### config.mk
export PLATFORM = sky130hd
export DESIGN_NAME = irq_refire
export DESIGN_NICKNAME = d
export VERILOG_FILES = /design/src/rtl/irq_refire_pkg.sv /design/src/rtl/irq_rst_sync.sv /design/src/rtl/irq_sync2.sv /design/src/rtl/irq_span_timer.sv /design/src/rtl/irq_refire_fsm.sv /design/src/rtl/irq_refire.sv
export SDC_FILE = /design/constraint.sdc
export NUM_CORES = 1
export LEC_CHECK = 0
export ABC_AREA = 0
export CAP_MARGIN = 30
export CORE_MARGIN = 2
export CORE_UTILIZATION = 53
export CTS_CLUSTER_SIZE = 20
export DETAILED_ROUTE_END_ITERATION = 16
export GPL_TIMING_DRIVEN = 0
export HOLD_SLACK_MARGIN = 0.08
export PLACE_DENSITY = 0.7
export SLEW_MARGIN = 0
export SYNTH_ARGS = -nofsm -noshare
export SYNTH_HDL_FRONTEND = slang
export SYNTH_HIERARCHICAL = 1
export SYNTH_SLANG_ARGS = --single-unit
export TNS_END_PERCENT = 50
### constraint.sdc
create_clock -name clk -period 1.6 [get_ports clk]
set_clock_uncertainty 0.15 [all_clocks]
set_input_delay 0.32 -clock clk [delete_from_list [all_inputs] [get_ports clk]]
set_output_delay 0.32 -clock clk [all_outputs]
set_load 0.005 [all_outputs]
### src/rtl/irq_refire_pkg.sv
package irq_refire_pkg;
  typedef enum logic [1:0] {
    ST_IDLE = 2'd0,
    ST_HIGH = 2'd1,
    ST_GAP  = 2'd2
  } refire_st_e;
endpackage

### src/rtl/irq_rst_sync.sv
module irq_rst_sync #(
  parameter int STAGES = 2
) (
  input  logic clk,
  input  logic rst_n,
  output logic rst_n_sync
);
  logic [STAGES-1:0] sh_q;
  logic [STAGES-1:0] sh_d;

  always_comb begin
    sh_d = {sh_q[STAGES-2:0], 1'b1};
  end

  always_ff @(posedge clk or negedge rst_n) begin
    if (!rst_n) sh_q <= '0;
    else        sh_q <= sh_d;
  end

  assign rst_n_sync = sh_q[STAGES-1];
endmodule

### src/rtl/irq_sync2.sv
module irq_sync2 #(
  parameter int STAGES = 2
) (
  input  logic clk,
  input  logic rst_n,
  input  logic d_i,
  output logic q_o
);
  logic [STAGES-1:0] sh_q;
  logic [STAGES-1:0] sh_d;

  always_comb begin
    sh_d = {sh_q[STAGES-2:0], d_i};
  end

  always_ff @(posedge clk or negedge rst_n) begin
    if (!rst_n) sh_q <= '0;
    else        sh_q <= sh_d;
  end

  assign q_o = sh_q[STAGES-1];
endmodule

### src/rtl/irq_span_timer.sv
module irq_span_timer #(
  parameter int LIMIT = 2
) (
  input  logic clk,
  input  logic rst_n,
  input  logic run_i,
  output logic done_o
);
  localparam int W = (LIMIT > 1) ? $clog2(LIMIT) : 1;
  localparam logic [W-1:0] LAST = W'(LIMIT - 1);

  logic [W-1:0] cnt_q;
  logic [W-1:0] cnt_d;
  logic         cnt_en;

  assign done_o = run_i && (cnt_q == LAST);
  assign cnt_en = run_i || (cnt_q != '0);

  always_comb begin
    if (!run_i)      cnt_d = '0;
    else if (done_o) cnt_d = '0;
    else             cnt_d = cnt_q + 1'b1;
  end

  always_ff @(posedge clk or negedge rst_n) begin
    if (!rst_n)      cnt_q <= '0;
    else if (cnt_en) cnt_q <= cnt_d;
  end

  // the count never passes the terminal value
  assert_cnt_in_range_R3: assert property (@(posedge clk) disable iff (!rst_n)
    cnt_q <= LAST);

  // a stopped timer is back at zero one cycle later
  assert_idle_clears_R2: assert property (@(posedge clk) disable iff (!rst_n)
    !run_i |=> cnt_q == '0);
endmodule

### src/rtl/irq_refire_fsm.sv
module irq_refire_fsm
  import irq_refire_pkg::*;
(
  input  logic clk,
  input  logic rst_n,
  input  logic irq_s_i,
  input  logic hold_done_i,
  input  logic gap_done_i,
  output logic hold_run_o,
  output logic gap_run_o,
  output logic req_o
);
  refire_st_e state_q;
  refire_st_e state_d;
  logic       req_q;
  logic       req_d;

  always_comb begin
    state_d = state_q;
    unique case (state_q)
      ST_IDLE: if (irq_s_i) state_d = ST_HIGH;
      ST_HIGH: begin
        if (!irq_s_i)         state_d = ST_IDLE;
        else if (hold_done_i) state_d = ST_GAP;
      end
      ST_GAP: begin
        if (!irq_s_i)        state_d = ST_IDLE;
        else if (gap_done_i) state_d = ST_HIGH;
      end
      default: state_d = ST_IDLE;
    endcase
    req_d = (state_d == ST_HIGH);
  end

  always_ff @(posedge clk or negedge rst_n) begin
    if (!rst_n) begin
      state_q <= ST_IDLE;
      req_q   <= 1'b0;
    end else begin
      state_q <= state_d;
      req_q   <= req_d;
    end
  end

  assign hold_run_o = (state_q == ST_HIGH);
  assign gap_run_o  = (state_q == ST_GAP);
  assign req_o      = req_q;

  // a synchronized rise from idle raises the request on the next edge
  assert_rise_follows_R1: assert property (@(posedge clk) disable iff (!rst_n)
    $rose(irq_s_i) |=> req_q);

  // a low synchronized source forces the request low on the next edge
  assert_drop_follows_R2: assert property (@(posedge clk) disable iff (!rst_n)
    !irq_s_i |=> !req_q);

  // a re-trigger gap keeps the request low for at least two cycles
  assert_gap_min_R4: assert property (@(posedge clk) disable iff (!rst_n)
    ($fell(req_q) && irq_s_i) |=> !req_q);
endmodule

### src/rtl/irq_refire.sv
module irq_refire #(
  parameter int CLK_HZ     = 125_000_000,
  parameter int TIMEOUT_MS = 100,
  parameter int GAP_CYCLES = 2
) (
  input  logic clk,
  input  logic rst_n,
  input  logic src_irq_i,
  output logic irq_req_o
);
  localparam int HOLD_CYCLES = (CLK_HZ / 1000) * TIMEOUT_MS;
  localparam int GAP_LEN     = (GAP_CYCLES < 2) ? 2 : GAP_CYCLES;

  logic rst_n_sync;
  logic irq_s;
  logic hold_run;
  logic gap_run;
  logic hold_done;
  logic gap_done;

  irq_rst_sync #(.STAGES(2)) u_rst_sync (
    .clk        (clk),
    .rst_n      (rst_n),
    .rst_n_sync (rst_n_sync)
  );

  irq_sync2 #(.STAGES(2)) u_src_sync (
    .clk   (clk),
    .rst_n (rst_n_sync),
    .d_i   (src_irq_i),
    .q_o   (irq_s)
  );

  irq_span_timer #(.LIMIT(HOLD_CYCLES)) u_hold_timer (
    .clk    (clk),
    .rst_n  (rst_n_sync),
    .run_i  (hold_run),
    .done_o (hold_done)
  );

  irq_span_timer #(.LIMIT(GAP_LEN)) u_gap_timer (
    .clk    (clk),
    .rst_n  (rst_n_sync),
    .run_i  (gap_run),
    .done_o (gap_done)
  );

  irq_refire_fsm u_fsm (
    .clk         (clk),
    .rst_n       (rst_n_sync),
    .irq_s_i     (irq_s),
    .hold_done_i (hold_done),
    .gap_done_i  (gap_done),
    .hold_run_o  (hold_run),
    .gap_run_o   (gap_run),
    .req_o       (irq_req_o)
  );

  // every output edge is backed by a high synchronized source
  assert_rise_needs_src_R1: assert property (@(posedge clk) disable iff (!rst_n_sync)
    $rose(irq_req_o) |-> $past(irq_s));

  // the gap end never raises the output once the source is gone
  assert_no_refire_after_drop_R6: assert property (@(posedge clk) disable iff (!rst_n_sync)
    (gap_run && !irq_s) |=> !irq_req_o);
endmodule

==> summary.txt, run 1 <==
Route
  – Via count: 1467
  – Number of detailed-route iterations in the first pass: 4
  – Vias per cell: about 6
  – Avg WL per Cell: 17.1 µm
  – Final wirelength: roughly 4200 µm
  – DRT iter0 DRCs: about 110
  – Remaining antenna violation count: 0
  – DRC viols: 0

STA
  – Setup slack after layout: -358 ps
  – Post-route setup TNS: -8440 ps
  – Fin crit share: 122%
  – Setup-failing EPs final: 27
  – RSZ-0062 raised after global routing: yes
  – Fin crit period: just under 2000 ps
  – Count of pins over their slew limit: 0
  – Worst-Margin Slew: about 680 ps
  – Normalized max-slew margin: between 50% and 60%
  – Highest Clock Rate: 511 MHz
  – Min Hold Slack: 122 ps
  – Hold Violations, Final: 0

Clocking
  – CTS tree: yes
  – Maximum level of the CTS H-tree: 2
  – Clk_lat worst skew: 350 ps
  – Clk sinks: 32
  – CTS Buf Count: 5
  – Clock-pin slew on the worst setup and hold paths: 110 ps
  – Root Driver: clkbuf_4
  – Clock Path Buffers: 2

Setup path
  – Worst EP arrival: approximately 2000 ps
  – Crit Path Max Fanout: 5
  – Critical Setup Path Class: register to register
  – Worst setup EP type: register
  – FF-to-FF path depth: 6
  – CP startpoint: u_hold_timer/cnt_q[14]
  – Reg-to-Reg End: u_hold_timer/cnt_q[10]
  – Critical path, cell by cell: nor4_2, nand2_2, o31ai_4, buf_6, clkbuf_16, nor2_2
  – Worst reg2reg path startpoint: u_hold_timer/cnt_q[14]
  – End of the critical path: u_hold_timer/cnt_q[10]
  – Slowest cell on the critical path: dfrtp_2
  – Data required time of the critical path: 1680 ps
  – Max stage delay on crit path: around 440 ps
  – Worst reg2reg setup slack: -360 ps
  – Crit start category: register

Outcome
  – Failing checks: setup timing
  – Outcome: finished with violations

Yosys
  – Unique masters post-synth: between 40 and 50
  – Yosys reg bits: 32
  – Yosys warns: 6
  – Asr flop ratio synth: 100%
  – Main synth FF type: dfrtp_1
  – Cells after Synth: 164
  – Post-synth EDFFs: 0
  – Syn_area_per_cell: between 10 and 15 µm²
  – Sequential area share after synthesis: 46.0%
  – Post-Syn Nets: ~170
  – Netlist Area Pre-Place: between 1500 and 2000 µm²

Global routing
  – Grt met2 use: 38.6%
  – Vias in the first global route: roughly 1500
  – Initial antenna violation count: 0
  – GRT Util Overall: between 20% and 30%
  – Top Usage Layer GRT: met2
  – Met3 usage: between 6 and 7%
  – Met1 GRT Util: 31.4%
  – Pin count of the biggest net entering global routing: 17
  – Global-route wire length before repair: roughly 6600 µm
  – GRT overflow: 0

Floorplan
  – Die area: about 3800 µm²
  – FP Rows: 20
  – Die width: approximately 60 µm
  – Die Height: 61.3 µm
  – Ports: 4
  – Core ar.: between 3000 and 4000 µm²
  – Initial core utilization: 56.5%

Pwr
  – Power, Total: 1.81 mW
  – PwrDens: 806 nW/µm²
  – Pleak: just over 0.9 nW
  – Internal: between 1 and 1.5 mW
  – Clock share of power: around a third
  – Sequential Power Share: between 40 and 50%
  – Psw: 0.477 mW
  – Comb pwr share: between 15 and 20%
  – Switching Fraction: a little over a quarter
  – Maximum vdd ir drop: 0.720 mV

Flow run
  – # Max-Cap Violations: 0

Layout
  – Area grow syn2layout: 28.8%
  – Fin util: between 70 and 80%
  – Final Cell Area: between 2000 and 2500 µm²
  – Layout cell share with drive strength beyond 1: a little over two fifths
  – Final nets: 205
  – ANT cells: 0

Worst hold path
  – Worst hold path type: register to async pin

Placement
  – Final Wtd Congestion: 0.810
  – Hpwl dp: approximately 2300 µm
  – IO Port Bufs: 3
  – Placed cell area: roughly 1800 µm²
cell usage in the layout, fill, tap and decap left out, types with 3 or more instances in the layout:
cell type / n
a21oi_2: 8
and4_4: 3
buf_4: 22
buf_6: 5
clkbuf_4: 5
dfrtp_1: 26
dfrtp_2: 6
inv_1: 6
nand2_1: 7
nand2b_1: 3
nand3_1: 8
nand4_1: 8
nor2_1: 10
nor4_1: 3
nor4_2: 5
o21ai_0: 5
o31ai_1: 6
or4_4: 6
xnor2_1: 4
xor2_1: 8
cell families (layout without fill, tap and decap cells):
family / after synthesis / after routing / share of synthesized area, %
AO/OA/AOI/OAI: 26 / 26 / 11.9
XOR/XNOR: 12 / 12 / 6.04
adder cells (fa/ha/maj): 2 / 2 / 1.44
buffers and inverters: 12 / 49 / 4.10
flip-flops: 32 / 32 / 46.0
other: 1 / 1 / 0.216
AND/OR/NAND/NOR: 79 / 79 / 30.2
synth_stat cells, types with 4 or more instances:
| master | instances | share of area, % |
|---|---|---|
| dfrtp_1 | 32 | 46 |
| nor2_1 | 10 | 2.2 |
| a21oi_2 | 8 | 4.0 |
| nand2_1 | 8 | 1.7 |
| nand3_1 | 8 | 2.3 |
| nand4_1 | 8 | 2.9 |
| nor4_1 | 8 | 2.9 |
| xor2_1 | 8 | 4.0 |
| inv_1 | 6 | 1.3 |
| o31ai_1 | 6 | 2.6 |
| o21ai_0 | 5 | 1.4 |
| or4_4 | 4 | 2.6 |
| xnor2_1 | 4 | 2.0 |
through the flow:
| step | instances | setup WS, ps |
|---|---|---|
| after floorplan | 164 | -201 |
| after global placement | 211 | -408 |
| after detailed placement | 212 | -468 |
| after CTS | 243 | -181 |
| after global routing | 245 | -401 |
| final | 245 | -358 |
worst min-delay path by stage:
stage	start	to	slack, ps
floorplan	rst_n	u_rst_sync/sh_q[0]	-130
global placement	u_src_sync/sh_q[0]	u_src_sync/sh_q[1]	180
detailed placement	u_rst_sync/sh_q[1]	u_hold_timer/cnt_q[3]	140
CTS	u_rst_sync/sh_q[1]	u_hold_timer/cnt_q[0]	150
global route	u_rst_sync/sh_q[1]	u_hold_timer/cnt_q[0]	190
finish	u_rst_sync/sh_q[1]	u_hold_timer/cnt_q[0]	120
critical path, delay by kind of cell, from the launching register on:
family / cells / cell delay (ps)
and+or+nand+nor: 3 / 630
DFF: 1 / 440
AOI/OAI and AO/OA: 1 / 320
buffers and inverters: 2 / 300
layer usage:
metal	part of all wire [%]	up-vias
met1	44	733
met5	0	-
li1	-	674
met2	49	49
met3	4.8	11
met4	2.2	0
state kept, by name, summed over array words and instances, names as in the netlist:
signal and count:
u_hold_timer/cnt_q 24, u_src_sync/sh_q 2, u_rst_sync/sh_q 2, u_fsm/state_q 2, u_fsm/req_o 1, u_gap_timer/cnt_q 1
power groups by stage:
stage          registers [mW]  logic [mW]  clock network (mW)
2_1_floorplan           0.901       0.157                   0
3_3_place_gp            0.909       0.195                   0
3_5_place_dp            0.906       0.209                   0
4_1_cts                 0.888       0.281               0.617
5_1_grt                 0.896       0.338               0.654
6_report                0.889       0.307               0.611
what timing repair did:
action,in CTS,in global routing
endpoints found under the hold margin,2,0
pin swaps,10,2
resized for setup,24,7
gates cloned,0,1
buffers inserted,23,1
hold buffers,1,0
endpoints found under the setup margin,28,27
area by class of cell:
type,count,area [µm²]
plain buffers,5,65.1
clock buffers,6,41.3
clock inverters,2,35.0
fillers,215,837
inverters,6,22.5
multi-input cells,120,943
flip-flops and latches,32,808
well taps,44,55.1
repair buffers,30,270
Power figures use the tool's default switching activity.
==> inputs of run 2 (changes only) <==
--- a/config.mk
+++ b/config.mk
@@ -7,6 +7,7 @@
 export LEC_CHECK = 0
 export ABC_AREA = 0
 export CAP_MARGIN = 30
+export CORE_ASPECT_RATIO = 1.25
 export CORE_MARGIN = 2
 export CORE_UTILIZATION = 53
 export CTS_CLUSTER_SIZE = 20
==> run 2 against run 1 <==
Compared with the run above:
- the run still ends with setup timing left
- register-to-register slack improved by 100 ps
- global-route usage shrank 2.4 points
- sequential share of layout area fell by 0.60 points
- cell count down 1.2%
- maximum frequency rose by 5.6%
- core utilization decreased by 0.59 points
- clock power decreased by 4.4%
- critical path type unchanged
- largest power group unchanged
==> summary.txt, run 2 (synthesis results as in run 1) <==
Route
  – Via count: 1502 (+2.4%)
  – Vias per cell: 6.21 (+3.7%)
  – DRC viols: 0 (unchanged)
  – Avg WL per Cell: 18.7 µm (+9.3%)
  – DRT iter0 DRCs: 34 (-69%)
  – Remaining antenna violation count: 0 (unchanged)
  – Final wirelength: 4520 µm (+8.0%)
  – Number of detailed-route iterations in the first pass: 4 (unchanged)

Outcome
  – Outcome: finished with violations
  – Failing checks: setup timing

Floorplan
  – FP Rows: 23 (+15%)
  – Die area: 3760 µm² (about the same)
  – Core ar.: 3170 µm² (+2.8%)
  – Die width: 55.2 µm (-9.9%)
  – Ports: 4 (unchanged)
  – Initial core utilization: 54.9% (-1.6 points)
  – Die Height: 68.0 µm (+11%)

Layout
  – Final nets: 210 (+2.4%)
  – Top reg by flops: u_hold_timer/cnt_q
  – Most common cell after layout, fill and taps aside: buf_4
  – Commonest non-fill, non-tap cells in the layout: buf_4, dfrtp_1, nor2_1
  – Area grow syn2layout: 31.4%
  – Max reg flops: 24 (unchanged)
  – Layout cell share with drive strength beyond 1: 44.9% (+2.6 points)
  – ANT cells: 0 (unchanged)

STA
  – Fin crit period: 1850 ps (-104 ps)
  – Highest Clock Rate: 539 MHz (+5.6%)
  – Worst-Margin Slew: 670 ps (-8.18 ps)
  – Count of pins over their slew limit: 0 (unchanged)
  – Setup slack after layout: -255 ps (+104 ps)
  – Hold Violations, Final: 0 (unchanged)
  – Setup-failing EPs final: 27 (unchanged)
  – Normalized max-slew margin: 55.4% (+0.55 points)
  – RSZ-0062 raised after global routing: yes
  – Post-route setup TNS: -5250 ps (+3190 ps)
  – Fin crit share: 116% (-6.5 points)
  – Min Hold Slack: 128 ps (+6.74 ps)

Global routing
  – GRT Util Overall: 22.1% (-2.4 points)
  – Initial antenna violation count: 0 (unchanged)
  – GRT overflow: 0 (unchanged)
  – Vias in the first global route: 1390 (-4.6%)
  – Pin count of the biggest net entering global routing: 18 (+1)
  – Global-route wire length before repair: 6270 µm (-5.0%)

Placement
  – IO Port Bufs: 3 (unchanged)
  – Hpwl dp: 2540 µm (+11%)
  – Pre-CTS setup slack: -480 ps (-11.9 ps)
  – Final Wtd Congestion: 0.824 (+1.7%)

Setup path
  – Worst EP arrival: 1870 ps (-160 ps)
  – Data required time of the critical path: 1620 ps (-60 ps)
  – FF-to-FF path depth: 6 (unchanged)
  – Critical Setup Path Class: register to register
  – Crit start category: register
  – Crit Path Max Fanout: 6 (+1)
  – Worst setup EP type: register
  – Worst reg2reg setup slack: -250 ps (+100 ps)

Pwr
  – Maximum vdd ir drop: 0.748 mV (+3.9%)
  – PwrDens: 802 nW/µm² (-0.57%)
  – Power, Total: 1.83 mW (+1.4%)
  – Pleak: 0.979 nW (+6.0%)

Clocking
  – CTS Buf Count: 5 (unchanged)
  – Maximum level of the CTS H-tree: 2 (unchanged)
  – Clk_lat worst skew: 290 ps (-60 ps)
  – CTS tree: yes
  – Root Driver: clkbuf_8
  – Clock Path Buffers: 2 (unchanged)
  – Clk sinks: 32 (unchanged)
  – Clock-pin slew on the worst setup and hold paths: 60 ps (-50 ps)

Worst hold path
  – Worst hold path type: register to async pin

Flow run
  – # Max-Cap Violations: 0 (unchanged)
-- run 2: cell type report --
| class | count | area, µm² |
|---|---|---|
| multi-input cells | 120 | 971 |
| fillers | 224 | 880 |
| well taps | 37 | 46.3 |
| clock inverters | 1 | 5.00 |
| inverters | 6 | 22.5 |
| repair buffers | 34 | 299 |
| plain buffers | 6 | 58.8 |
| flip-flops and latches | 32 | 811 |
| clock buffers | 6 | 72.6 |
-- run 2: per-layer routing --
metal  GRT usage (%)  routed length (µm)
met3            6.81                 228
met4            10.7                 156
met1            23.9                1790
met5               0                   0
met2            39.7                2350
-- run 2: repair_timing --
| action | in CTS | in global routing |
|---|---|---|
| gates cloned | 1 | 0 |
| buffers inserted | 22 | 6 |
| gates resized for setup | 14 | 22 |
| pin swaps | 11 | 3 |
| setup endpoints to repair | 27 | 28 |
| hold buffers | 1 | 0 |
| endpoints found under the hold margin | 2 | 0 |
-- run 2: where the power goes --
group	internal [mW]	leakage, nW	switching (mW)
sequential	0.850	0.415	0.0441
combinational	0.175	0.522	0.179
clock	0.295	0.0410	0.289
-- run 2: final timing paths --
kind	start	end
worst max-delay path	u_hold_timer/cnt_q[1]	u_hold_timer/cnt_q[16]
worst min-delay path	u_rst_sync/sh_q[1]	u_hold_timer/cnt_q[5]
worst max register to register	u_hold_timer/cnt_q[1]	u_hold_timer/cnt_q[16]
worst min register to register	u_rst_sync/sh_q[1]	u_hold_timer/cnt_q[5]
max in group asynchronous	rst_n	u_rst_sync/sh_q[0]
min in group clk	u_src_sync/sh_q[0]	u_src_sync/sh_q[1]
-- run 2: stage by stage --
step / util, % / instance area [µm²] / instances
finish: 72.2 / 2290 / 242
global placement: 57.4 / 1820 / 204
detailed placement: 58.3 / 1850 / 205
CTS: 68.1 / 2160 / 236
global route: 72.2 / 2290 / 242
floorplan: - / 1740 / 164
-- run 2: worst max-delay path, cell delays in order (launching register included) --
cell and delay (ps):
dfrtp_1 410, ha_4 160, and4_4 240, nand3_4 110, buf_4 170, o31ai_1 390, a21oi_2 80
